[src/rtl/pdm_fir_pkg.sv]
package pdm_fir_pkg;

    // Weight of a mirrored tap pair; k counts from the outer ends inward.
    function automatic int pair_weight(input int step, input int k);
        return step * (k + 1);
    endfunction

    // Width of a counter that must reach 'limit' inclusive.
    function automatic int cnt_width(input int limit);
        return (limit > 1) ? $clog2(limit + 1) : 1;
    endfunction

endpackage

[src/rtl/pdm_history.sv]
module pdm_history #(
    parameter int NUM_CH   = 4,
    parameter int NUM_TAPS = 98
) (
    input  logic                       clk,
    input  logic                       rst,
    input  logic                       shift_en,
    input  logic [NUM_CH-1:0]          bits_in,
    output logic [NUM_CH*NUM_TAPS-1:0] taps_out
);

    typedef struct packed {
        logic [NUM_TAPS-1:0] line;
    } line_t;

    for (genvar c = 0; c < NUM_CH; c++) begin : g_ch
        line_t line_d, line_q;

        always_comb begin
            line_d = line_q;
            if (shift_en) begin
                line_d.line = {line_q.line[NUM_TAPS-2:0], bits_in[c]};
            end
            if (rst) begin
                line_d = '0;
            end
        end

        always_ff @(posedge clk) begin
            line_q <= line_d;
        end

        assign taps_out[c*NUM_TAPS +: NUM_TAPS] = line_q.line;

        // New bit lands at tap 0 on every accepted edge
        AST_NEWEST_AT_TAP0: assert property (@(posedge clk) disable iff (rst)
            shift_en |=> (line_q.line[0] == $past(bits_in[c])));
    end

endmodule

[src/rtl/pdm_decim_ctrl.sv]
module pdm_decim_ctrl #(
    parameter int NUM_TAPS = 98,
    parameter int DECIM    = 64
) (
    input  logic clk,
    input  logic rst,
    input  logic shift_en,
    output logic fire,
    output logic filled
);

    localparam int PH_W   = (DECIM > 1) ? $clog2(DECIM) : 1;
    localparam int FILL_W = pdm_fir_pkg::cnt_width(NUM_TAPS);
    localparam logic [PH_W-1:0]   PH_LAST  = PH_W'(DECIM - 1);
    localparam logic [FILL_W-1:0] FILL_MAX = FILL_W'(NUM_TAPS);
    localparam logic [FILL_W-1:0] FILL_PRE = FILL_W'(NUM_TAPS - 1);

    typedef struct packed {
        logic [PH_W-1:0]   phase;
        logic [FILL_W-1:0] fill;
        logic              fire;
    } ctrl_t;

    ctrl_t st_d, st_q;

    always_comb begin
        st_d      = st_q;
        st_d.fire = 1'b0;
        if (shift_en) begin
            if (st_q.fill != FILL_MAX) begin
                st_d.fill = st_q.fill + 1'b1;
            end
            if (st_q.phase == PH_LAST) begin
                st_d.phase = '0;
                st_d.fire  = (st_q.fill >= FILL_PRE);
            end else begin
                st_d.phase = st_q.phase + 1'b1;
            end
        end
        if (rst) begin
            st_d = '0;
        end
    end

    always_ff @(posedge clk) begin
        st_q <= st_d;
    end

    assign fire   = st_q.fire;
    assign filled = (st_q.fill == FILL_MAX);

    AST_NO_EARLY_LAUNCH: assert property (@(posedge clk) disable iff (rst)
        st_q.fire |-> (st_q.fill == FILL_MAX));

    AST_LAUNCH_NEEDS_BIT: assert property (@(posedge clk) disable iff (rst)
        st_q.fire |-> $past(shift_en));

    AST_PHASE_RANGE: assert property (@(posedge clk) disable iff (rst)
        st_q.phase <= PH_LAST);

endmodule

[src/rtl/pdm_fir_sum.sv]
module pdm_fir_sum #(
    parameter int NUM_TAPS  = 98,
    parameter int COEF_STEP = 24,
    parameter int ACC_W     = 25,
    parameter int OUT_W     = 16,
    parameter int OUT_SHIFT = 0
) (
    input  logic [NUM_TAPS-1:0]     taps,
    output logic signed [OUT_W-1:0] pcm
);

    localparam int NPAIR   = NUM_TAPS / 2;
    localparam int HAS_MID = NUM_TAPS % 2;
    localparam int MAX_I   = 2 ** (OUT_W - 1) - 1;
    localparam logic signed [ACC_W-1:0] SAT_HI = ACC_W'(MAX_I);
    localparam logic signed [ACC_W-1:0] SAT_LO = -SAT_HI - 1;

    logic signed [ACC_W-1:0] pair_term [NPAIR];
    logic signed [ACC_W-1:0] mid_term;
    logic signed [ACC_W-1:0] acc;
    logic signed [ACC_W-1:0] scaled;

    // Mirrored taps share one weight: both +1 -> +2w, both -1 -> -2w, else 0
    for (genvar k = 0; k < NPAIR; k++) begin : g_pair
        localparam logic signed [ACC_W-1:0] W2 =
            ACC_W'(2 * pdm_fir_pkg::pair_weight(COEF_STEP, k));
        logic lo_bit, hi_bit;
        assign lo_bit = taps[k];
        assign hi_bit = taps[NUM_TAPS-1-k];
        always_comb begin
            if (lo_bit && hi_bit) begin
                pair_term[k] = W2;
            end else if (lo_bit || hi_bit) begin
                pair_term[k] = '0;
            end else begin
                pair_term[k] = -W2;
            end
        end
    end

    if (HAS_MID != 0) begin : g_mid
        localparam logic signed [ACC_W-1:0] WM =
            ACC_W'(pdm_fir_pkg::pair_weight(COEF_STEP, NPAIR));
        assign mid_term = taps[NPAIR] ? WM : -WM;
    end else begin : g_nomid
        assign mid_term = '0;
    end

    always_comb begin
        acc = mid_term;
        for (int k = 0; k < NPAIR; k++) begin
            acc = acc + pair_term[k];
        end
        scaled = acc >>> OUT_SHIFT;
        if (scaled > SAT_HI) begin
            pcm = OUT_W'(SAT_HI);
        end else if (scaled < SAT_LO) begin
            pcm = OUT_W'(SAT_LO);
        end else begin
            pcm = OUT_W'(scaled);
        end
    end

endmodule

[src/rtl/pdm_fir_decim.sv]
module pdm_fir_decim #(
    parameter int NUM_CH    = 4,
    parameter int NUM_TAPS  = 98,
    parameter int DECIM     = 64,
    parameter int COEF_W    = 16,
    parameter int COEF_STEP = 24,
    parameter int OUT_W     = 16,
    parameter int OUT_SHIFT = 0
) (
    input  logic                    clk,
    input  logic                    rst,
    input  logic                    pdm_en,
    input  logic [NUM_CH-1:0]       pdm_bits,
    output logic                    pcm_valid,
    output logic [NUM_CH*OUT_W-1:0] pcm_data
);

    localparam int ACC_W = COEF_W + $clog2(NUM_TAPS) + 2;

    typedef struct packed {
        logic                    valid;
        logic [NUM_CH*OUT_W-1:0] data;
    } out_t;

    logic [NUM_CH*NUM_TAPS-1:0] hist;
    logic [NUM_CH*OUT_W-1:0]    pcm_next;
    logic                       fire;
    logic                       filled;
    out_t                       out_d, out_q;

    pdm_history #(
        .NUM_CH   (NUM_CH),
        .NUM_TAPS (NUM_TAPS)
    ) u_history (
        .clk      (clk),
        .rst      (rst),
        .shift_en (pdm_en),
        .bits_in  (pdm_bits),
        .taps_out (hist)
    );

    pdm_decim_ctrl #(
        .NUM_TAPS (NUM_TAPS),
        .DECIM    (DECIM)
    ) u_ctrl (
        .clk      (clk),
        .rst      (rst),
        .shift_en (pdm_en),
        .fire     (fire),
        .filled   (filled)
    );

    for (genvar c = 0; c < NUM_CH; c++) begin : g_sum
        pdm_fir_sum #(
            .NUM_TAPS  (NUM_TAPS),
            .COEF_STEP (COEF_STEP),
            .ACC_W     (ACC_W),
            .OUT_W     (OUT_W),
            .OUT_SHIFT (OUT_SHIFT)
        ) u_sum (
            .taps (hist[c*NUM_TAPS +: NUM_TAPS]),
            .pcm  (pcm_next[c*OUT_W +: OUT_W])
        );
    end

    always_comb begin
        out_d       = out_q;
        out_d.valid = fire;
        if (fire) begin
            out_d.data = pcm_next;
        end
        if (rst) begin
            out_d = '0;
        end
    end

    always_ff @(posedge clk) begin
        out_q <= out_d;
    end

    assign pcm_valid = out_q.valid;
    assign pcm_data  = out_q.data;

    AST_RESET_CLEAR: assert property (@(posedge clk)
        rst |=> (!pcm_valid && (pcm_data == '0)));

    AST_STROBE_FOLLOWS_LAUNCH: assert property (@(posedge clk) disable iff (rst)
        fire |=> pcm_valid);

    AST_NO_STRAY_STROBE: assert property (@(posedge clk) disable iff (rst)
        !fire |=> !pcm_valid);

    AST_WORDS_HOLD: assert property (@(posedge clk) disable iff (rst)
        !fire |=> $stable(pcm_data));

    AST_STROBE_NEEDS_FILL: assert property (@(posedge clk) disable iff (rst)
        pcm_valid |-> filled);

    if (DECIM > 1) begin : g_pulse_chk
        AST_SINGLE_CYCLE_STROBE: assert property (@(posedge clk) disable iff (rst)
            pcm_valid |=> !pcm_valid);
    end

endmodule

[config.mk]
export PLATFORM = sky130hd
export DESIGN_NAME = pdm_fir_decim
export DESIGN_NICKNAME = d
export VERILOG_FILES = /design/src/rtl/pdm_fir_pkg.sv /design/src/rtl/pdm_history.sv /design/src/rtl/pdm_decim_ctrl.sv /design/src/rtl/pdm_fir_sum.sv /design/src/rtl/pdm_fir_decim.sv
export SDC_FILE = /design/constraint.sdc
export NUM_CORES = 2
export LEC_CHECK = 0
export ABC_AREA = 1
export CAP_MARGIN = 20
export CORE_MARGIN = 3
export CORE_UTILIZATION = 55
export DETAILED_ROUTE_END_ITERATION = 10
export GPL_TIMING_DRIVEN = 1
export PLACE_DENSITY = 0.71
export SYNTH_ARGS = -nofsm -noshare
export SYNTH_HDL_FRONTEND = slang
export SYNTH_SLANG_ARGS = --single-unit
[constraint.sdc]
create_clock -name clk -period 23.1 [get_ports clk]
set_input_delay 2.31 -clock clk [delete_from_list [all_inputs] [get_ports clk]]
set_output_delay 2.31 -clock clk [all_outputs]
set_load 0.005 [all_outputs]
==> run metrics <==
status=complete, no violations; CP startpoint kind=flip-flop; DRC violations left=0; critical path endpoint category=flip-flop; MaxCap Viol Count=0; gpl congestion=0.901; EDFF count, synth=0; antenna viol nets, final=0; Worst Setup SP=u_history.g_ch[3].line_q[14]$_SDFFE_PP0P_; area delta synth->final=6.34%; RSZ-0062 raised after global routing=no; hold_sp=u_ctrl.st_q[7]$_SDFFE_PP0P_; worst reg-to-reg path cell count=28; via count=39000; H-tree levels=2; crit path DAT=9.06 ns; num rows=between 100 and 150; clock transition at the registers of the reported paths=0.06 ns; sequential area share after synthesis=0.148; cell taking the most area after synthesis=fa_1; slowest cell on the critical path=fa_1; Worst EP required=23.64 ns; Post-Syn Area=62000 µm²; Tcrit/Tclk final=0.369; Initial DRC Count=1694; Worst Skew=about 0.025 ns; routed len/inst=14.4 µm; Final Max Slew Viols=0; Core ar.=111000 µm²; Hold Buf Count CTS=0; post-DP HPWL=between 100000 and 150000 µm; top_reg_cell synth=dfxtp_1; Synth top area share=0.447; CP max stage delay=0.65 ns; drt pass-1 iters=5; share of synthesized registers carrying an async set or reset=0; global-route wire length before repair=206000 µm; Syn Area/Cell=9.27 µm²; fraction of layout cells with a size suffix above 1=0.0218; vias in the first global route=43200; die extent in y=342 µm; layout net count=~8600; I/O pins=72; Fin. Hold Viols=0; slew of the pin with the lowest slew margin=1.04 ns; # setup viols final=0; initial antenna violation count=1; Top cell by count, worst path=fa_1; # port buffers=71; ranking of synthesized cells by area=fa_1 45%, dfxtp_1 15%, inv_1 14%; fmax=117 MHz; minimum clock period=8.52 ns; final wirelength=around 120000 µm; worst-path fanout max=13; die footprint=117000 µm²; Horiz. Die Dim=342 µm; Min-Delay Path Class=flip-flop to flip-flop; top cells by count, synth=2390 x inv_1, 1384 x fa_1, 580 x ha_1; CTS Buf Count=55; clk sinks=459; library cells used by synthesis=37; synthesized net count=8657; cells after synthesis=6686; Tot GR Track Use=0.215; Synth Register Bits=459; hold path depth=2; post_cts resized=0; CTS max path bufs=3; clock root buffer=clkbuf_16; largest net degree at the start of global routing=230; Slew HR=0.305; global route overflow=0; Yosys warning total=0; setup TNS=0 ns; reg2reg start=u_history.g_ch[3].line_q[14]$_SDFFE_PP0P_; Clk Latency, worst-skew pair=between 0.6 and 0.7 ns; postcts setup bufs=0; TritonCTS clock tree=built; Starting Density=0.557; diodes inserted=0; DR vias/cell=4.77; critical path type=flip-flop to flip-flop; top-count cell post-synth=inv_1
## placed cells by master, fill, tap and decap left out, types with 2 or more instances in the layout
cell / n
nand3b_1: 6
nand3_1: 77
clkbuf_1: 5
xor2_1: 13
nor4_1: 2
a21oi_2: 9
o21bai_1: 4
clkinv_2: 11
fa_1: 1384
nand2_1: 438
xnor2_1: 20
clkinv_4: 4
clkbuf_16: 57
clkinvlp_4: 3
a21o_1: 8
dfxtp_1: 458
a31oi_1: 2
nand3_2: 5
buf_4: 12
clkbuf_8: 7
a21oi_1: 461
o21ai_0: 446
nor3b_1: 2
ha_1: 580
nor3_1: 7
and2_1: 13
bufinv_16: 11
clkdlybuf4s50_1: 70
nor2_4: 2
inv_1: 2390
nand2_2: 13
nand4_1: 20
nor2_2: 2
a21boi_2: 4
nor2_1: 142
## metal layers
metal	wire, µm	part of all wire	vias to the layer above	global-route usage
li1	-	-	19100	-
met1	54400	0.46	19300	0.301
met2	55900	0.47	536	0.357
met3	5200	0.044	127	0.0355
met4	2220	0.019	0	0.0410
met5	0	0	-	0
## cell type report
type	instances	area (µm²)
fill	9521	45300
multi-input combinational	3665	43100
sequential	459	9190
inverter	2392	8990
tap	1488	1860
clock buffer	69	1540
timing repair buffer	83	806
clock inverter	30	452
## logic make-up (layout without fill, tap and decap cells)
| logic type | Yosys count | after routing | synth area share |
|---|---|---|---|
| flip-flops | 459 | 459 | 0.148 |
| AO/OA/AOI/OAI | 936 | 936 | 0.0771 |
| adder cells (fa/ha/maj) | 1964 | 1964 | 0.564 |
| XOR/XNOR | 33 | 33 | 0.00466 |
| buffers and inverters | 2562 | 2574 | 0.157 |
| AND/OR/NAND/NOR | 732 | 732 | 0.0495 |
## path summary, 6_finish.rpt
path | endpoint | slack (ns)
min | u_ctrl.fire$_SDFF_PP0_ | 0.46
max | pcm_data[52]$_SDFFE_PP0P_ | 14.58
min reg2reg | u_ctrl.fire$_SDFF_PP0_ | 0.46
max reg2reg | pcm_data[52]$_SDFFE_PP0P_ | 14.58
## worst max-delay path: cells and delay by family (launching register included)
kind / cells / cell delay [ns]
compound gates: 1 / 0.17
fa+ha+maj: 11 / 5.59
buf+inv: 5 / 0.47
flops: 1 / 0.35
simple gates: 11 / 1.82
## sequential cells by signal (all words and copies together) (netlist names)
register / count
u_history.g_ch.line_q: 392
u_ctrl.fire: 1
pcm_data: 52
u_ctrl.st_q: 13
pcm_valid: 1
## metrics by stage
stage          setup WS [ns]  hold slack, ns  std cells  instance area (µm²)   util
3_3_place_gp           14.68           0.452       8087                63900  0.575
6_report               14.58           0.460       8186                65900  0.593
5_1_grt                14.02           0.480       8186                65900  0.593
2_1_floorplan          15.79           0.451       6686                62000      -
4_1_cts                14.55           0.462       8186                65900  0.593
3_5_place_dp           14.61           0.455       8087                63900  0.575
Power is not shown: default switching activity piles up to over one toggle a cycle in this logic, so the estimate is an artifact.
